**config.mk**
```make
export PLATFORM = sky130hd
export DESIGN_NAME = prv_reg_decoder
export DESIGN_NICKNAME = d
export VERILOG_FILES = /design/src/rtl/prv_pkg.sv /design/src/rtl/prv_addr_decode.sv /design/src/rtl/prv_priv_gate.sv /design/src/rtl/prv_store.sv /design/src/rtl/prv_reg_decoder.sv
export SDC_FILE = /design/constraint.sdc
export NUM_CORES = 2
export LEC_CHECK = 0
export BUFFER_PORTS_ARGS = -buffer_cell sky130_fd_sc_hd__clkbuf_2
export CELL_PAD_IN_SITES_DETAIL_PLACEMENT = 1
export CELL_PAD_IN_SITES_GLOBAL_PLACEMENT = 1
export CORE_MARGIN = 1.5
export CORE_UTILIZATION = 51
export CTS_CLUSTER_SIZE = 10
export DETAILED_ROUTE_END_ITERATION = 12
export PLACE_DENSITY_LB_ADDON = 0.1
export SLEW_MARGIN = 20
export SYNTH_ARGS = -nofsm -noshare
export SYNTH_HDL_FRONTEND = slang
export SYNTH_HIERARCHICAL = 1
export SYNTH_SLANG_ARGS = --single-unit
```
**constraint.sdc**
```tcl
create_clock -name clk -period 4.3 [get_ports clk]
set_clock_uncertainty 0.15 [all_clocks]
set_input_delay 0.645 -clock clk [delete_from_list [all_inputs] [get_ports clk]]
set_output_delay 0.645 -clock clk [all_outputs]
set_load 0.02 [all_outputs]
```
**src/rtl/prv_pkg.sv**
```systemverilog
package prv_pkg;
    localparam int ADDR_W      = 24;
    localparam int DATA_W      = 16;
    localparam int BE_W        = DATA_W / 8;
    localparam int OFF_W       = 10;
    localparam int NREG        = 16;
    localparam int REG_IW      = $clog2(NREG);
    localparam int GLOBAL_WORDS = 4;
    localparam int RX_WORDS    = 16;
    localparam int TX_WORDS    = 16;
    localparam int CMD_WORDS   = 8;
    localparam int RAM_WORDS   = RX_WORDS + TX_WORDS + CMD_WORDS;
    localparam int RAM_IW      = $clog2(RAM_WORDS);
    localparam int RAM_BASE    = 'h100;
    localparam int PROT_BIT    = 7;
    localparam logic [DATA_W-1:0] CFG_RESET = DATA_W'(1) << PROT_BIT;
    localparam logic [NREG-1:0]   RSVD_MASK = 16'h0308;

    typedef enum logic [2:0] {
        RG_MISS,
        RG_GLOBAL,
        RG_ASSIGN,
        RG_QRAM,
        RG_RSVD
    } region_t;

    typedef enum logic {
        ST_IDLE,
        ST_ACK
    } bus_st_t;
endpackage

```
**src/rtl/prv_addr_decode.sv**
```systemverilog
module prv_addr_decode
    import prv_pkg::*;
(
    input  logic [ADDR_W-1:0] addr,
    input  logic              map_sel,
    output region_t           region,
    output logic [REG_IW-1:0] reg_idx,
    output logic [RAM_IW-1:0] ram_idx
);
    localparam int REG_SPAN = 2 * NREG;
    localparam int RAM_END  = RAM_BASE + 2 * RAM_WORDS;

    logic [OFF_W-1:0] off;
    logic [OFF_W-1:0] ram_rel;
    logic             hit;

    assign off     = addr[OFF_W-1:0];
    assign ram_rel = off - OFF_W'(RAM_BASE);
    assign hit     = (addr[ADDR_W-1 -: 4] == {map_sel, 3'b111}) &&
                     (&addr[ADDR_W-5:OFF_W]);

    always_comb begin
        region  = RG_MISS;
        reg_idx = off[REG_IW:1];
        ram_idx = ram_rel[RAM_IW:1];
        if (hit) begin
            if (int'(off) < REG_SPAN) begin
                if (RSVD_MASK[reg_idx])
                    region = RG_RSVD;
                else if (int'(reg_idx) < GLOBAL_WORDS)
                    region = RG_GLOBAL;
                else
                    region = RG_ASSIGN;
            end else if (int'(off) >= RAM_BASE && int'(off) < RAM_END) begin
                region = RG_QRAM;
            end else begin
                region = RG_RSVD;
            end
        end
    end
endmodule

```
**src/rtl/prv_priv_gate.sv**
```systemverilog
module prv_priv_gate
    import prv_pkg::*;
(
    input  region_t region,
    input  logic    sup,
    input  logic    prot,
    output logic    allow
);
    always_comb begin
        unique case (region)
            RG_GLOBAL:          allow = sup;
            RG_ASSIGN, RG_QRAM: allow = sup || !prot;
            default:            allow = 1'b0;
        endcase
    end

    always_comb begin
        if (region == RG_GLOBAL && !sup)
            a_global_user_blocked_r3: assert (!allow);
        if (region == RG_RSVD || region == RG_MISS)
            a_rsvd_blocked_r6: assert (!allow);
    end
endmodule

```
**src/rtl/prv_store.sv**
```systemverilog
module prv_store
    import prv_pkg::*;
(
    input  logic              clk,
    input  logic              rst_n,
    input  logic              wr_en,
    input  region_t           region,
    input  logic [REG_IW-1:0] reg_idx,
    input  logic [RAM_IW-1:0] ram_idx,
    input  logic [BE_W-1:0]   be,
    input  logic [DATA_W-1:0] wdata,
    output logic [DATA_W-1:0] rd_word,
    output logic              prot
);
    logic [DATA_W-1:0] regs [NREG];
    logic [DATA_W-1:0] ram  [RAM_WORDS];

    function automatic logic [DATA_W-1:0] merge(
        input logic [DATA_W-1:0] old_v,
        input logic [DATA_W-1:0] new_v,
        input logic [BE_W-1:0]   en
    );
        logic [DATA_W-1:0] r;
        r = old_v;
        for (int b = 0; b < BE_W; b++)
            if (en[b]) r[b*8 +: 8] = new_v[b*8 +: 8];
        return r;
    endfunction

    always_ff @(posedge clk or negedge rst_n) begin
        if (!rst_n) begin
            for (int i = 0; i < NREG; i++)
                regs[i] <= (i == 0) ? CFG_RESET : '0;
        end else if (wr_en && (region == RG_GLOBAL || region == RG_ASSIGN)) begin
            regs[reg_idx] <= merge(regs[reg_idx], wdata, be);
        end
    end

    always_ff @(posedge clk or negedge rst_n) begin
        if (!rst_n) begin
            for (int i = 0; i < RAM_WORDS; i++)
                ram[i] <= '0;
        end else if (wr_en && region == RG_QRAM) begin
            ram[ram_idx] <= merge(ram[ram_idx], wdata, be);
        end
    end

    always_comb begin
        unique case (region)
            RG_GLOBAL, RG_ASSIGN: rd_word = regs[reg_idx];
            RG_QRAM:              rd_word = ram[ram_idx];
            default:              rd_word = '0;
        endcase
    end

    assign prot = regs[0][PROT_BIT];

    p_rsvd_words_zero_r6: assert property (@(posedge clk) disable iff (!rst_n)
        (regs[3] == '0) && (regs[8] == '0) && (regs[9] == '0));
endmodule

```
**src/rtl/prv_reg_decoder.sv**
```systemverilog
module prv_reg_decoder
    import prv_pkg::*;
(
    input  logic              clk,
    input  logic              rst_n,
    input  logic              req,
    input  logic              we,
    input  logic              sup,
    input  logic              map_sel,
    input  logic [23:0]       addr,
    input  logic [15:0]       wdata,
    input  logic [1:0]        be,
    output logic              ack,
    output logic [15:0]       rdata,
    output logic [15:0]       reg_wstb
);
    bus_st_t           state_q, state_d;
    region_t           region;
    logic [REG_IW-1:0] reg_idx;
    logic [RAM_IW-1:0] ram_idx;
    logic              allow;
    logic              prot;
    logic              hit_req;
    logic              wr_ok;
    logic [DATA_W-1:0] rd_word;
    logic [DATA_W-1:0] rdata_q;
    logic [NREG-1:0]   wstb_q;

    prv_addr_decode u_dec (
        .addr    (addr),
        .map_sel (map_sel),
        .region  (region),
        .reg_idx (reg_idx),
        .ram_idx (ram_idx)
    );

    prv_priv_gate u_gate (
        .region (region),
        .sup    (sup),
        .prot   (prot),
        .allow  (allow)
    );

    prv_store u_store (
        .clk     (clk),
        .rst_n   (rst_n),
        .wr_en   (wr_ok),
        .region  (region),
        .reg_idx (reg_idx),
        .ram_idx (ram_idx),
        .be      (be),
        .wdata   (wdata),
        .rd_word (rd_word),
        .prot    (prot)
    );

    assign hit_req = req && (region != RG_MISS);
    assign wr_ok   = hit_req && we && allow;

    always_comb begin
        unique case (state_q)
            ST_IDLE: state_d = hit_req ? ST_ACK : ST_IDLE;
            ST_ACK:  state_d = hit_req ? ST_ACK : ST_IDLE;
            default: state_d = ST_IDLE;
        endcase
    end

    always_ff @(posedge clk or negedge rst_n) begin
        if (!rst_n) state_q <= ST_IDLE;
        else        state_q <= state_d;
    end

    always_ff @(posedge clk or negedge rst_n) begin
        if (!rst_n) begin
            rdata_q <= '0;
            wstb_q  <= '0;
        end else begin
            rdata_q <= (hit_req && !we && allow) ? rd_word : '0;
            wstb_q  <= '0;
            if (wr_ok && region != RG_QRAM)
                wstb_q[reg_idx] <= 1'b1;
        end
    end

    assign ack      = (state_q == ST_ACK);
    assign rdata    = rdata_q;
    assign reg_wstb = wstb_q;

    p_ack_next_r2: assert property (@(posedge clk) disable iff (!rst_n)
        hit_req |=> ack);
    p_no_stray_ack_r1: assert property (@(posedge clk) disable iff (!rst_n)
        !hit_req |=> !ack);
    p_blocked_read_zero_r3: assert property (@(posedge clk) disable iff (!rst_n)
        (hit_req && !we && !allow) |=> (rdata == '0));
    p_user_keeps_prot_r4: assert property (@(posedge clk) disable iff (!rst_n)
        (req && !sup) |=> $stable(prot));
    p_wstb_onehot_r9: assert property (@(posedge clk) disable iff (!rst_n)
        $onehot0(reg_wstb));
    p_wstb_with_ack_r9: assert property (@(posedge clk) disable iff (!rst_n)
        (reg_wstb != '0) |-> ack);
    p_write_rdata_zero_r10: assert property (@(posedge clk) disable iff (!rst_n)
        (req && we) |=> (rdata == '0));
endmodule

```
==> out/summary.txt <==
outcome - completed
f_max - 280 MHz
headroom to the max-slew limit - 26.2%
mapped cell area - 42,600 sq um
initial antenna violation count - 5
Slew @ Worst Pin - 1.11 ns
CP max stage delay - 0.70 ns
Reg clk slew, reported paths - 0.06 ns
cell taking the most area after synthesis - dfrtp_1
main flop type after synthesis - dfrtp_1
vias in the first global route - 35,962
synth top area cells - dfrtp_1 (55%), mux2_2 (8.4%), mux4_2 (5.1%), nand2_1 (4.0%), o21ai_0 (3.7%)
Critical Path Slowest Stage Cell - or4_1
post_cts resized - 0
worst r2r path cells - 11
Vias/cell - 6.50
CP Class - in2reg
die area - 85,200 sq um
DRC viols - 0
Synth Net Count - 3,854
total grt overflow - 0
worst flop-to-flop path startpoint - u_store/prot
die height - 292 um
share of cells above drive strength 1 - 25.6%
setup_tns - 0 ns
Worst Hold End - ack
CTS tree - built
post-synth top area share - 54.6%
top cells by count, synth - dfrtp_1 (928), nand2_1 (453), mux2_2 (318)
Buf/Inv on CP - 4
CP max FO - 25
Leakage - 22.7 nW
hold path cells - 2
Critical Path Sink Type - flip-flop
Post-synth EDFFs - 0
reg2reg setup slack - 1.23 ns
DIE WIDTH - 292 um
endpoints failing hold - 0
Netlist cell types - 81
sequential area share after synthesis - 54.6%
DRT Pass-1 Iters - 5
antenna-violating nets left - 0
min-delay src - req
RSZ-0062 raised after global routing - no
Critical Path, Cell by Cell - clkbuf_2 -> xor2_1 -> nor3_1 -> nand4_1 -> a21oi_1 -> o21ai_1 -> a21oi_1 -> nand3_2 -> nor2_1 -> inv_1 -> or4_1 -> nor2_1 -> buf_4 -> nand2_1 -> buf_12 -> mux2_2
total CTS buffers - 105
Ports - 81
GRT Total Usage - 35.0%
# clock sinks - 929
Worst EP arrival - 3.99 ns
CP required - 4.72 ns
via count - 32,653
Synth Instances - 3,806
Synth warnings - 6
clock insertion delay at the later pin of the skew report - 0.69 ns
count leader, synth - dfrtp_1
Iteration-0 DRC Markers - 2,632
Startpoint Class - primary input
Rows - 105
Place WS - 0.0218 ns
Crit path max-delay family - simple AND/OR/NAND/NOR gates
clk buf depth - 3
port bufs - 79
GP Congestion - 0.866
Syn Area/Cell - 11.2 sq um
H-tree depth - 3
# Post-CTS Setup Buffers - 0
first-pass GRT wire length - 225,000 um
largest net degree at the start of global routing - 128
Finish-stage setup viols - 0
post-route clock period utilization - 83.2%
CTS Hold Bufs - 1
Max rail drop VDD - 313 uV
Max Cap Viol - 0
FFs w/ async S/R, synth - 100%
core area - 82,400 sq um
clock root cell - clkbuf_16
fin worst setup slack - 0.724 ns
Power Dens Cells - 365 nW/um^2
Yosys reg bits - 929
Nets - 3,961
max-slew violations - 0
WL/cell - 29.3 um
Starting Density - 51.7%
area grow syn2layout - 15.2%
Fillers - 8,344
worst min path class - in2reg
Post-DP HPWL - 95,600 um
WL final - 147,000 um
minimum clock period - 3.58 ns
r2r endpoint - u_store/ram[553]
layout make-up:
cell class                 count  area (sq um)  area share, %
antenna                        2          5.00         0.0102
timing repair buffer         369          3730           7.60
clock inverter                 8          88.8          0.181
clock buffer                 134          2800           5.70
sequential                   929         23200           47.4
tap                         1070          1340           2.73
inverter                      14          52.6          0.107
multi-input combinational   2494         17800           36.2
power breakdown:
group	internal [mW]	leakage (nW)	total, mW	switching (mW)
clock network	4.48	1.41	7.98	3.49
registers	8.75	13.0	8.75	0.000000173
logic	0.320	8.34	1.19	0.870
total	13.5	22.7	17.9	4.36
kinds of logic (layout without fill, tap and decap cells):
family                    count (synthesis)  after routing  synth area share (%)
and+or+nand+nor                         969            969                  10.2
other                                     0              2                     0
muxes                                   551            551                  16.7
xor gates and xnor gates                  3              3                0.0617
DFF                                     929            929                  54.6
AOI/OAI and AO/OA                       971            971                  14.1
buffers and inverters                   383            525                  4.26
metal layers:
metal | GRT usage [%] | vias up | share of wire (%)
li1 | - | 13789 | -
met2 | 58.9 | 1137 | 49
met4 | 17.8 | 2 | 5.3
met1 | 43.7 | 17313 | 40
met5 | 0 | - | 0.0095
met3 | 6.00 | 412 | 5.6
stage by stage:
step / power, mW / util, % / hold slack, ns / area (sq um) / cells
floorplan: 9.42 / - / 0.199 / 42600 / 3806
CTS: 18.0 / 59.5 / 0.110 / 49000 / 5018
global placement: 10.0 / 56.0 / 0.302 / 46100 / 4875
global route: 18.4 / 59.5 / 0.115 / 49000 / 5018
finish: 17.9 / 59.5 / 0.140 / 49000 / 5020
detailed placement: 10.1 / 56.0 / 0.314 / 46100 / 4875
placed cells by master, fill, tap and decap left out, types with 29 or more instances in the layout:
| master | n |
|---|---|
| a21oi_1 | 300 |
| o21ai_0 | 316 |
| clkbuf_2 | 75 |
| mux2_2 | 318 |
| mux4_2 | 97 |
| nor2_1 | 280 |
| buf_12 | 89 |
| o31ai_1 | 92 |
| clkbuf_16 | 105 |
| buf_4 | 200 |
| nand2_1 | 453 |
| mux2i_1 | 134 |
| a221oi_1 | 40 |
| o22ai_1 | 43 |
| a22oi_1 | 29 |
| dfrtp_1 | 928 |
worst register-to-register path, delay by kind of cell (launching register included):
family                 cells  cell delay [ns]
and+or+nand+nor            6             1.36
buffers and inverters      3             0.54
DFF                        1             0.37
muxes                      1             0.30
AOI/OAI and AO/OA          1             0.21
state kept, by name, indices dropped and copies added (netlist names):
| name | count |
|---|---|
| reg_wstb | 16 |
| u_store/ram | 640 |
| u_store/prot | 1 |
| ack | 1 |
| u_store/regs | 255 |
| rdata | 16 |
worst max path at each step:
stage	cells past startpoint	slack, ns	endpoint	start
6_report	16	0.72	u_store/ram[553]	map_sel
5_1_grt	16	0.49	u_store/regs[254]	addr[10]
4_1_cts	16	0.73	u_store/ram[553]	map_sel
3_5_place_dp	16	0.02	u_store/ram[553]	map_sel
3_3_place_gp	16	0.02	u_store/ram[553]	map_sel
2_1_floorplan	16	0.09	u_store/prot	map_sel
(Power assumes the default switching activity.)
